<file path="src/rtl/cpd_pkg.sv">
`timescale 1ns/1ps
package cpd_pkg;
  typedef enum logic [1:0] {
    PH_WIN_A = 2'd0,
    PH_WIN_B = 2'd1,
    PH_FIN   = 2'd2,
    PH_HOLD  = 2'd3
  } phase_t;
endpackage

</file>
<file path="src/rtl/cpd_phase_seq.sv">
`timescale 1ns/1ps
module cpd_phase_seq #(
  parameter int WIN_LEN = 64,
  localparam int IDX_W = $clog2(WIN_LEN)
) (
  input  logic                 clk_i,
  input  logic                 rst_i,
  output logic [IDX_W-1:0]     idx_o,
  output logic                 win_a_o,
  output logic                 win_b_o,
  output logic                 fin_o
);
  import cpd_pkg::*;

  localparam logic [IDX_W-1:0] IDX_LAST = IDX_W'(WIN_LEN - 1);

  phase_t phase_q;
  logic [IDX_W-1:0] idx_q;

  always_ff @(posedge clk_i) begin
    if (rst_i) begin
      phase_q <= PH_WIN_A;
      idx_q   <= '0;
    end else begin
      unique case (phase_q)
        PH_WIN_A: begin
          if (idx_q == IDX_LAST) begin
            idx_q   <= '0;
            phase_q <= PH_WIN_B;
          end else begin
            idx_q <= idx_q + 1'b1;
          end
        end
        PH_WIN_B: begin
          if (idx_q == IDX_LAST) begin
            idx_q   <= '0;
            phase_q <= PH_FIN;
          end else begin
            idx_q <= idx_q + 1'b1;
          end
        end
        PH_FIN:  phase_q <= PH_HOLD;
        default: phase_q <= PH_HOLD;
      endcase
    end
  end

  assign idx_o   = idx_q;
  assign win_a_o = (phase_q == PH_WIN_A);
  assign win_b_o = (phase_q == PH_WIN_B);
  assign fin_o   = (phase_q == PH_FIN);

  // the finish phase lasts one cycle, then the block parks
  p_fin_once_r8: assert property (@(posedge clk_i) disable iff (rst_i)
    fin_o |=> (phase_q == PH_HOLD));
  // the second window follows the first one directly
  p_win_order_r3: assert property (@(posedge clk_i) disable iff (rst_i)
    (win_a_o && idx_q == IDX_LAST) |=> (win_b_o && idx_q == '0));
  // once parked, the sequencer stays parked
  p_hold_sticky_r8: assert property (@(posedge clk_i) disable iff (rst_i)
    (phase_q == PH_HOLD) |=> (phase_q == PH_HOLD));
endmodule

</file>
<file path="src/rtl/cpd_edge_window.sv">
`timescale 1ns/1ps
module cpd_edge_window #(
  parameter int WIN_LEN = 64,
  localparam int IDX_W = $clog2(WIN_LEN),
  localparam int CNT_W = $clog2(WIN_LEN + 1)
) (
  input  logic             clk_i,
  input  logic             rst_i,
  input  logic             active_i,
  input  logic [IDX_W-1:0] idx_i,
  input  logic             evt_i,
  output logic [CNT_W-1:0] cnt_o,
  output logic             timeout_o
);
  logic             hit_q;
  logic [CNT_W-1:0] cnt_q;

  always_ff @(posedge clk_i) begin
    if (rst_i) begin
      hit_q <= 1'b0;
      cnt_q <= CNT_W'(WIN_LEN);
    end else if (active_i && !hit_q && evt_i) begin
      hit_q <= 1'b1;
      cnt_q <= CNT_W'(idx_i);
    end
  end

  assign cnt_o     = cnt_q;
  assign timeout_o = !hit_q;

  // count never exceeds the saturation value
  p_cnt_bounded_r6: assert property (@(posedge clk_i) disable iff (rst_i)
    cnt_q <= CNT_W'(WIN_LEN));
  // the first capture is final
  p_capture_sticky_r2: assert property (@(posedge clk_i) disable iff (rst_i)
    hit_q |=> (hit_q && $stable(cnt_q)));
  // without a capture the count sits at saturation
  p_sat_idle_r6: assert property (@(posedge clk_i) disable iff (rst_i)
    !hit_q |-> (cnt_q == CNT_W'(WIN_LEN)));
endmodule

</file>
<file path="src/rtl/cpd_result.sv">
`timescale 1ns/1ps
module cpd_result #(
  parameter int WIN_LEN = 64,
  parameter int ADDR_W  = 4,
  localparam int CNT_W   = $clog2(WIN_LEN + 1),
  localparam int SUM_W   = CNT_W + 1,
  localparam int MAX_DEV = 2 ** ADDR_W
) (
  input  logic              clk_i,
  input  logic              rst_i,
  input  logic              fin_i,
  input  logic [CNT_W-1:0]  cnt_a_i,
  input  logic              to_a_i,
  input  logic [CNT_W-1:0]  cnt_b_i,
  input  logic              to_b_i,
  output logic [SUM_W-1:0]  total_o,
  output logic [CNT_W-1:0]  slot_o,
  output logic [ADDR_W-1:0] addr_o,
  output logic              fault_o,
  output logic              done_o
);
  logic [SUM_W-1:0] sum_w;
  logic             bad_w;

  always_comb begin
    sum_w = SUM_W'(cnt_a_i) + SUM_W'(cnt_b_i);
    bad_w = to_a_i || to_b_i
         || (sum_w > SUM_W'(MAX_DEV))
         || (cnt_b_i == '0);
  end

  always_ff @(posedge clk_i) begin
    if (rst_i) begin
      total_o <= '0;
      slot_o  <= '0;
      addr_o  <= '0;
      fault_o <= 1'b0;
      done_o  <= 1'b0;
    end else begin
      done_o <= fin_i;
      if (fin_i) begin
        total_o <= sum_w;
        slot_o  <= cnt_a_i;
        addr_o  <= bad_w ? '0 : cnt_a_i[ADDR_W-1:0];
        fault_o <= bad_w;
      end
    end
  end

  // done lasts one cycle
  p_done_pulse_r8: assert property (@(posedge clk_i) disable iff (rst_i)
    done_o |=> !done_o);
  // results only move at the finish cycle
  p_hold_r8: assert property (@(posedge clk_i) disable iff (rst_i)
    !fin_i |=> ($stable(total_o) && $stable(slot_o) && $stable(addr_o) && $stable(fault_o)));
  // a legal chain has the slot strictly below the total
  p_slot_below_total_r4: assert property (@(posedge clk_i) disable iff (rst_i)
    (done_o && !fault_o) |-> (total_o > SUM_W'(slot_o)));
  // a saturated first window is always reported as a fault
  p_sat_faults_r6: assert property (@(posedge clk_i) disable iff (rst_i)
    (done_o && slot_o == CNT_W'(WIN_LEN)) |-> fault_o);
endmodule

</file>
<file path="src/rtl/cascade_pos_detect.sv">
`timescale 1ns/1ps
module cascade_pos_detect #(
  parameter int WIN_LEN = 64,
  parameter int ADDR_W  = 4,
  localparam int IDX_W  = $clog2(WIN_LEN),
  localparam int CNT_W  = $clog2(WIN_LEN + 1),
  localparam int SUM_W  = CNT_W + 1
) (
  input  logic              clk_i,
  input  logic              rst_i,
  input  logic              chain_in_i,
  input  logic              frame_sync_i,
  output logic [SUM_W-1:0]  dev_total_o,
  output logic [CNT_W-1:0]  slot_o,
  output logic [ADDR_W-1:0] dev_addr_o,
  output logic              fault_o,
  output logic              done_o
);
  logic [IDX_W-1:0] idx;
  logic             win_act [2];
  logic             win_evt [2];
  logic [CNT_W-1:0] win_cnt [2];
  logic             win_to  [2];
  logic             fin;

  cpd_phase_seq #(.WIN_LEN(WIN_LEN)) u_seq (
    .clk_i   (clk_i),
    .rst_i   (rst_i),
    .idx_o   (idx),
    .win_a_o (win_act[0]),
    .win_b_o (win_act[1]),
    .fin_o   (fin)
  );

  // window 0 waits for the neighbour line to rise, window 1 for frame-sync to fall
  assign win_evt[0] = chain_in_i;
  assign win_evt[1] = !frame_sync_i;

  for (genvar w = 0; w < 2; w++) begin : g_win
    cpd_edge_window #(.WIN_LEN(WIN_LEN)) u_win (
      .clk_i     (clk_i),
      .rst_i     (rst_i),
      .active_i  (win_act[w]),
      .idx_i     (idx),
      .evt_i     (win_evt[w]),
      .cnt_o     (win_cnt[w]),
      .timeout_o (win_to[w])
    );
  end

  cpd_result #(.WIN_LEN(WIN_LEN), .ADDR_W(ADDR_W)) u_res (
    .clk_i   (clk_i),
    .rst_i   (rst_i),
    .fin_i   (fin),
    .cnt_a_i (win_cnt[0]),
    .to_a_i  (win_to[0]),
    .cnt_b_i (win_cnt[1]),
    .to_b_i  (win_to[1]),
    .total_o (dev_total_o),
    .slot_o  (slot_o),
    .addr_o  (dev_addr_o),
    .fault_o (fault_o),
    .done_o  (done_o)
  );

  // a faulty result never carries a nonzero address
  p_fault_addr_zero_r7: assert property (@(posedge clk_i) disable iff (rst_i)
    fault_o |-> (dev_addr_o == '0));
  // no completion is reported while the windows are still running
  p_no_early_done_r1: assert property (@(posedge clk_i) disable iff (rst_i)
    (win_act[0] || win_act[1]) |-> !done_o);
endmodule

</file>
<file path="config.mk">
export PLATFORM = sky130hd
export DESIGN_NAME = cascade_pos_detect
export DESIGN_NICKNAME = d
export VERILOG_FILES = /design/src/rtl/cpd_pkg.sv /design/src/rtl/cpd_phase_seq.sv /design/src/rtl/cpd_edge_window.sv /design/src/rtl/cpd_result.sv /design/src/rtl/cascade_pos_detect.sv
export SDC_FILE = /design/constraint.sdc
export NUM_CORES = 1
export LEC_CHECK = 0
export BUFFER_PORTS_ARGS = -buffer_cell sky130_fd_sc_hd__clkbuf_2
export CAP_MARGIN = 20
export CELL_PAD_IN_SITES_DETAIL_PLACEMENT = 1
export CELL_PAD_IN_SITES_GLOBAL_PLACEMENT = 1
export CORE_MARGIN = 4
export CORE_UTILIZATION = 43
export DETAILED_ROUTE_END_ITERATION = 8
export MAX_ROUTING_LAYER = met4
export PLACE_DENSITY = 0.89
export SKIP_LAST_GASP = 1
export SYNTH_ARGS = -nofsm -noshare
export SYNTH_HDL_FRONTEND = slang
export SYNTH_SLANG_ARGS = --single-unit
</file>
<file path="constraint.sdc">
create_clock -name clk_i -period 2.65 [get_ports clk_i]
set_clock_uncertainty 0.15 [all_clocks]
set_input_delay 0.1325 -clock clk_i [delete_from_list [all_inputs] [get_ports clk_i]]
set_output_delay 0.1325 -clock clk_i [all_outputs]
set_load 0.1 [all_outputs]
</file>
==> results_dict.tcl, run 1 <==
set metrics [dict create \
    outcome "completed" \
    worst_setup_path_end_kind "register" \
    crit_type "register to register" \
    coreArea_um2 4500 \
    power.internal_uw 991 \
    max_clock_freq_ghz 0.390 \
    ys_ff_latch 45 \
    final_nets 271 \
    overflow 0 \
    setup_violations 0 \
    finalHoldViolCount 0 \
    ys_seq_area_share_pct 43.6 \
    period_share_pct 96.7 \
    drt_iter0_drc 111 \
    ant_nets 0 \
    sw_frac_of_total_pct 23.0 \
    required_ps 2690 \
    grt_util_all_layers_pct 18.5 \
    netlist_area_um2 2070 \
    slew_viol_final 0 \
    power.density_nw_per_um2 549 \
    fin_tns_setup_ps 0 \
    root_buffer "clkbuf_8" \
    pwr-share-seq_pct 54.2 \
    final_cell_area_um2 2350 \
    cts_tree "yes" \
    holdWs_ps 37.9 \
    min_period_ps 2560 \
    antenna_found_initial 0 \
    hold_class "input port to register" \
    synthTopCellsByArea "dfxtp_1 (44%), nor2_1 (7.3%), a21oi_1 (6.1%)" \
    synth_edf_count 0 \
    dieArea_um2 5980 \
    ys_warn_count 0 \
    boundaryPins 25 \
    crit_arrival_ps 2600 \
    cts_buffer_depth 2 \
    num_rows 24 \
    synth.distinct_cells 43 \
    syn_to_final_growth_pct 13.6 \
    maxCapViolCount 0 \
    ir_drop_mv 0.319 \
    drc 0 \
    critPathLaunchType "register" \
    clock_sinks 45 \
    avgSynthCellArea_um2 8.79 \
    diodes 0 \
    synth_fp_nets 248 \
    p_comb_share_pct 4.7 \
    finalWirelength_um 5080 \
    netlist.area_leader.share_pct 43.6 \
    cts_setup_buffers 0 \
    mostFrequentLayoutCells "dfxtp_1 (45), nor2_1 (40), nand2_1 (26), a21oi_1 (25), clkbuf_2 (24)" \
    routabilityCongestion 0.800 \
    grt_pass1_vias 1747 \
    insertion_delay_ps 310 \
    worst_pin_slew_ps 953 \
    dr.pass1.iters 4 \
    vias_per_cell 5.55 \
    grt_max_degree 50 \
    synthArstFlopShare_pct 0 \
    detail_route.wl_per_cell_um 16.3 \
    nFillCells 559 \
    syn_inst 235 \
    final_common_cell "dfxtp_1" \
    placed_area_um2 2210 \
    grt_pass1_wl_um 8670 \
    h-tree-depth 2 \
    p_sw_uw 296 \
    start_util_pct 45.9 \
    chipHeight_um 77.3 \
    via_count 1726 \
    rsz0062_at_grt "true" \
    worstPathMaxFanout 5 \
    final_layout_size_suffix_gt1_share_pct 17.8 \
    synthFlopType "dfxtp_1" \
    io_buffer_count 24 \
    synth_top_area_cell "dfxtp_1" \
    p_clk_share_pct 41.2 \
    dp.final_hpwl_um 3510 \
    clkSlewWorstSetupHoldPaths_ps 90 \
    die_x_um 77.3 \
    cts_buffers 5 \
    max_slew_margin_pct 36.4 \
    p_leak_nw 0.905 \
]
-- worst max-delay path, cell delays in order, from the launching register on --
cell and delay (ps):
dfxtp_1 380, ha_1 220, inv_1 60, fa_1 390, nand2b_1 200, a21o_1 180
a211oi_2 250, nand4_2 260, o41ai_1 360
-- area by class of cell --
cell class | count | area [um2] | area share, %
inverter | 11 | 41.3 | 1.76
timing repair buffer | 28 | 153 | 6.50
clock buffer | 5 | 68.8 | 2.93
tap | 52 | 65.1 | 2.77
clock inverter | 3 | 46.3 | 1.97
sequential | 45 | 901 | 38.4
multi-input combinational | 167 | 1070 | 45.7
-- flip-flops by register name, indices dropped and copies added (netlist names) --
register           flops
g_win.u_win.cnt_o     14
u_res.total_o          8
u_res.slot_o           7
u_seq.idx_o            6
u_res.addr_o           4
g_win.u_win.hit_q      2
u_seq.phase_q          2
u_res.done_o           1
u_res.fault_o          1
-- per-layer routing --
layer / GRT usage, % / routed length (um) / up-vias
met4: 5.87 / 69 / 0
li1: - / - / 848
met3: 3.63 / 125 / 8
met1: 20.5 / 2170 / 852
met5: - / 0 / -
met2: 33.2 / 2720 / 18
-- cell families after synthesis --
| kind of cell | count (synthesis) | share of synthesized area, % |
|---|---|---|
| compound gates | 49 | 15.9 |
| xor+xnor | 8 | 3.76 |
| fa+ha+maj | 9 | 5.81 |
| buf+inv | 23 | 5.15 |
| flops | 45 | 43.6 |
| mux | 8 | 3.88 |
| simple gates | 93 | 21.9 |
-- stage by stage --
step	worst slack, ps	instances	util [%]	total power, mW
after global routing	-97.2	311	52.1	1.34
after CTS	217	311	51.9	1.31
after detailed placement	241	302	49.2	0.772
final	86.7	311	52.1	1.29
after floorplan	541	235	-	0.753
after global placement	390	302	49.2	0.769
-- cell usage after synthesis (2+ instances only) --
master,count
dfxtp_1,45
o41ai_1,4
o21a_1,4
o21bai_1,2
ha_1,8
inv_1,11
xor2_1,3
a21o_1,2
buf_6,2
clkbuf_1,6
nand2_1,26
nand4_1,2
mux2i_1,8
nor2_1,40
a31oi_1,2
nand3b_1,5
nor3b_1,2
nand3_1,5
xnor2_1,4
a211oi_1,3
buf_2,4
a21oi_1,25
nand2b_1,2
-- power groups by stage --
stage	clock (mW)	sequential [mW]	combinational, mW
6_report	0.530	0.697	0.0600
3_3_place_gp	0	0.712	0.0564
3_5_place_dp	0	0.713	0.0589
2_1_floorplan	0	0.708	0.0455
4_1_cts	0.550	0.697	0.0603
5_1_grt	0.572	0.699	0.0686
-- final timing paths --
check | startpoint | to | slack, ps | cells past startpoint
worst max-delay path | g_win[0].u_win.cnt_o[0]$_SDFFE_PP0P_ | u_res.addr_o[0]$_SDFFE_PP0P_ | 90 | 8
worst min-delay path | frame_sync_i | g_win[1].u_win.cnt_o[6]$_SDFFE_PP1P_ | 40 | 3
worst max register to register | g_win[0].u_win.cnt_o[0]$_SDFFE_PP0P_ | u_res.addr_o[0]$_SDFFE_PP0P_ | 90 | 8
worst min register to register | u_res.slot_o[2]$_SDFFE_PP0P_ | u_res.slot_o[2]$_SDFFE_PP0P_ | 310 | 2
-- timing repair --
item                                   CTS  global route
hold buffers                             1             0
gates resized for setup                  0             1
setup endpoints to repair                0             1
endpoints found under the hold margin    1             0
Note: power is estimated with default switching activity, not from simulation.
==> inputs of run 2 (changes only) <==
CORE_ASPECT_RATIO = 1.5   (was unset)
GPL_TIMING_DRIVEN = 0   (was unset)
==> run 2 against run 1 <==
  * Wire length is 13% higher
  * Highest routed layer unchanged
  * Largest cell class unchanged
  * Via count grew 3.2%
  * First-iteration DRC count down 4.5%
  * Register-to-register slack gained 50 ps
  * Core utilization increased by 0.79 points
  * Hold slack gained 8.5 ps
==> results_dict.tcl, run 2 (synthesis gave the netlist of run 1 again) <==
set metrics [dict create \
    worst_pin_slew_ps 664 \
    cts_tree "yes" \
    largest_reg_flops 14 \
    die_x_um 64.6 \
    overflow 0 \
    final_common_cell "dfxtp_1" \
    min_period_ps 2510 \
    cts_buffers 5 \
    worst_setup_path_end_kind "register" \
    num_rows 30 \
    setup_violations 0 \
    start_util_pct 45.1 \
    mostFrequentLayoutCells "dfxtp_1 (45), nor2_1 (40), nand2_1 (26), a21oi_1 (25), clkbuf_2 (24)" \
    grt_pass1_vias 1901 \
    max_clock_freq_ghz 0.398 \
    grt_pass1_wl_um 9430 \
    h-tree-depth 2 \
    use_met2_pct 39.2 \
    gr-usage-met1_pct 21.5 \
    p_leak_nw 0.913 \
    chipHeight_um 92.9 \
    drt_iter0_drc 106 \
    detail_route.wl_per_cell_um 17.2 \
    diodes 0 \
    slew_viol_final 0 \
    dp_worst_setup_slack_ps 132 \
    dp.final_hpwl_um 4030 \
    setup_slack_ps 140 \
    routabilityCongestion 0.810 \
    final_layout_size_suffix_gt1_share_pct 17.5 \
    crit_type "register to register" \
    vias_per_cell 5.35 \
    grt_util_met3_pct 4.00 \
    critical_path.max_stage_delay_ps 590 \
    outcome "completed" \
    antenna_found_initial 0 \
    drc 0 \
    path_cells "ha_1 -> inv_1 -> fa_1 -> nand2b_1 -> a2111oi_1 -> a211oi_4 -> nand4_4 -> o41ai_1" \
    finalWirelength_um 5740 \
    crit_arrival_ps 2550 \
    dr.pass1.iters 4 \
    dieArea_um2 6000 \
    rsz0062_at_grt "true" \
    coreArea_um2 4580 \
    syn_to_final_growth_pct 17.3 \
    maxCapViolCount 0 \
    rr_startpoint "g_win[0].u_win.cnt_o[0]$_SDFFE_PP0P_" \
    worstPathMaxFanout 5 \
    cts_buffer_depth 2 \
    grt_util_all_layers_pct 21.2 \
    critPathSlowestCell "a2111oi_1" \
    power.density_nw_per_um2 535 \
    root_buffer "clkbuf_8" \
    boundaryPins 25 \
    min_from "frame_sync_i" \
    critPathLaunchType "register" \
    nFillCells 563 \
    io_buffer_count 24 \
    via_count 1782 \
    ant_nets 0 \
    fin_util_pct 52.9 \
    busiest_layer "met2" \
    required_ps 2690 \
    clock_sinks 45 \
    cts_setup_buffers 0 \
    finalHoldViolCount 0 \
    hold_class "input port to register" \
    final_nets 281 \
    startpoint "g_win[0].u_win.cnt_o[0]$_SDFFE_PP0P_" \
    max_slew_margin_pct 55.5 \
    insertion_delay_ps 310 \
    period_share_pct 94.7 \
    grt_max_degree 15 \
    ir_drop_mv 0.295 \
    clkSlewWorstSetupHoldPaths_ps 90 \
]
[run 2: final timing paths]
path	end	slack, ps	depth (start not counted)
setup / recovery	u_res.addr_o[1]$_SDFFE_PP0P_	140	8
hold / removal	g_win[1].u_win.hit_q$_SDFFE_PP0P_	50	4
setup reg to reg	u_res.addr_o[1]$_SDFFE_PP0P_	140	8
hold reg to reg	u_res.total_o[0]$_SDFFE_PP0P_	310	2
[run 2: area by class of cell]
class | instances | area, um2 | area share [%]
Buffer | 12 | 65.1 | 2.69
Clock inverter | 2 | 38.8 | 1.60
Tap cell | 64 | 80.1 | 3.31
Timing Repair Buffer | 26 | 140 | 5.79
Inverter | 11 | 41.3 | 1.70
Multi-Input combinational cell | 167 | 1080 | 44.7
Sequential cell | 45 | 901 | 37.2
Clock buffer | 6 | 72.6 | 3.00
[run 2: repair_timing]
action,in CTS,in global routing
endpoints found under the setup margin,0,6
hold endpoints to repair,2,0
gates resized for setup,0,4
hold buffers,2,0
[run 2: report_power, final]
| group | internal, mW | total, mW | switching, mW |
|---|---|---|---|
| logic | 0.0279 | 0.0694 | 0.0415 |
| clock network | 0.283 | 0.530 | 0.246 |
| registers | 0.684 | 0.698 | 0.0138 |
[run 2: per-layer routing]
layer / share of wire (%) / up-vias / wire [um]
li1: - / 868 / -
met4: 2.8 / 0 / 159
met3: 2.1 / 13 / 121
met5: 0 / - / 0
met1: 39 / 874 / 2210
met2: 57 / 27 / 3250
[run 2: worst max-delay path: cells and delay by family (launching register included)]
| kind | cells | cell delay, ps |
|---|---|---|
| AOI/OAI and AO/OA | 3 | 780 |
| buffers and inverters | 1 | 70 |
| adders and majority gates | 2 | 630 |
| DFF | 1 | 410 |
| and+or+nand+nor | 2 | 360 |
[run 2: through the flow]
step / hold WS (ps) / instance area (um2) / power [mW] / cells / TNS [ps]
final: 46.4 / 2420 / 1.30 / 333 / 0
after global routing: 67.7 / 2420 / 1.34 / 333 / -293
after CTS: 46.3 / 2400 / 1.30 / 333 / 0
after detailed placement: 235 / 2270 / 0.775 / 323 / 0
after global placement: 227 / 2270 / 0.772 / 323 / 0
after floorplan: 84.8 / 2070 / 0.753 / 235 / 0
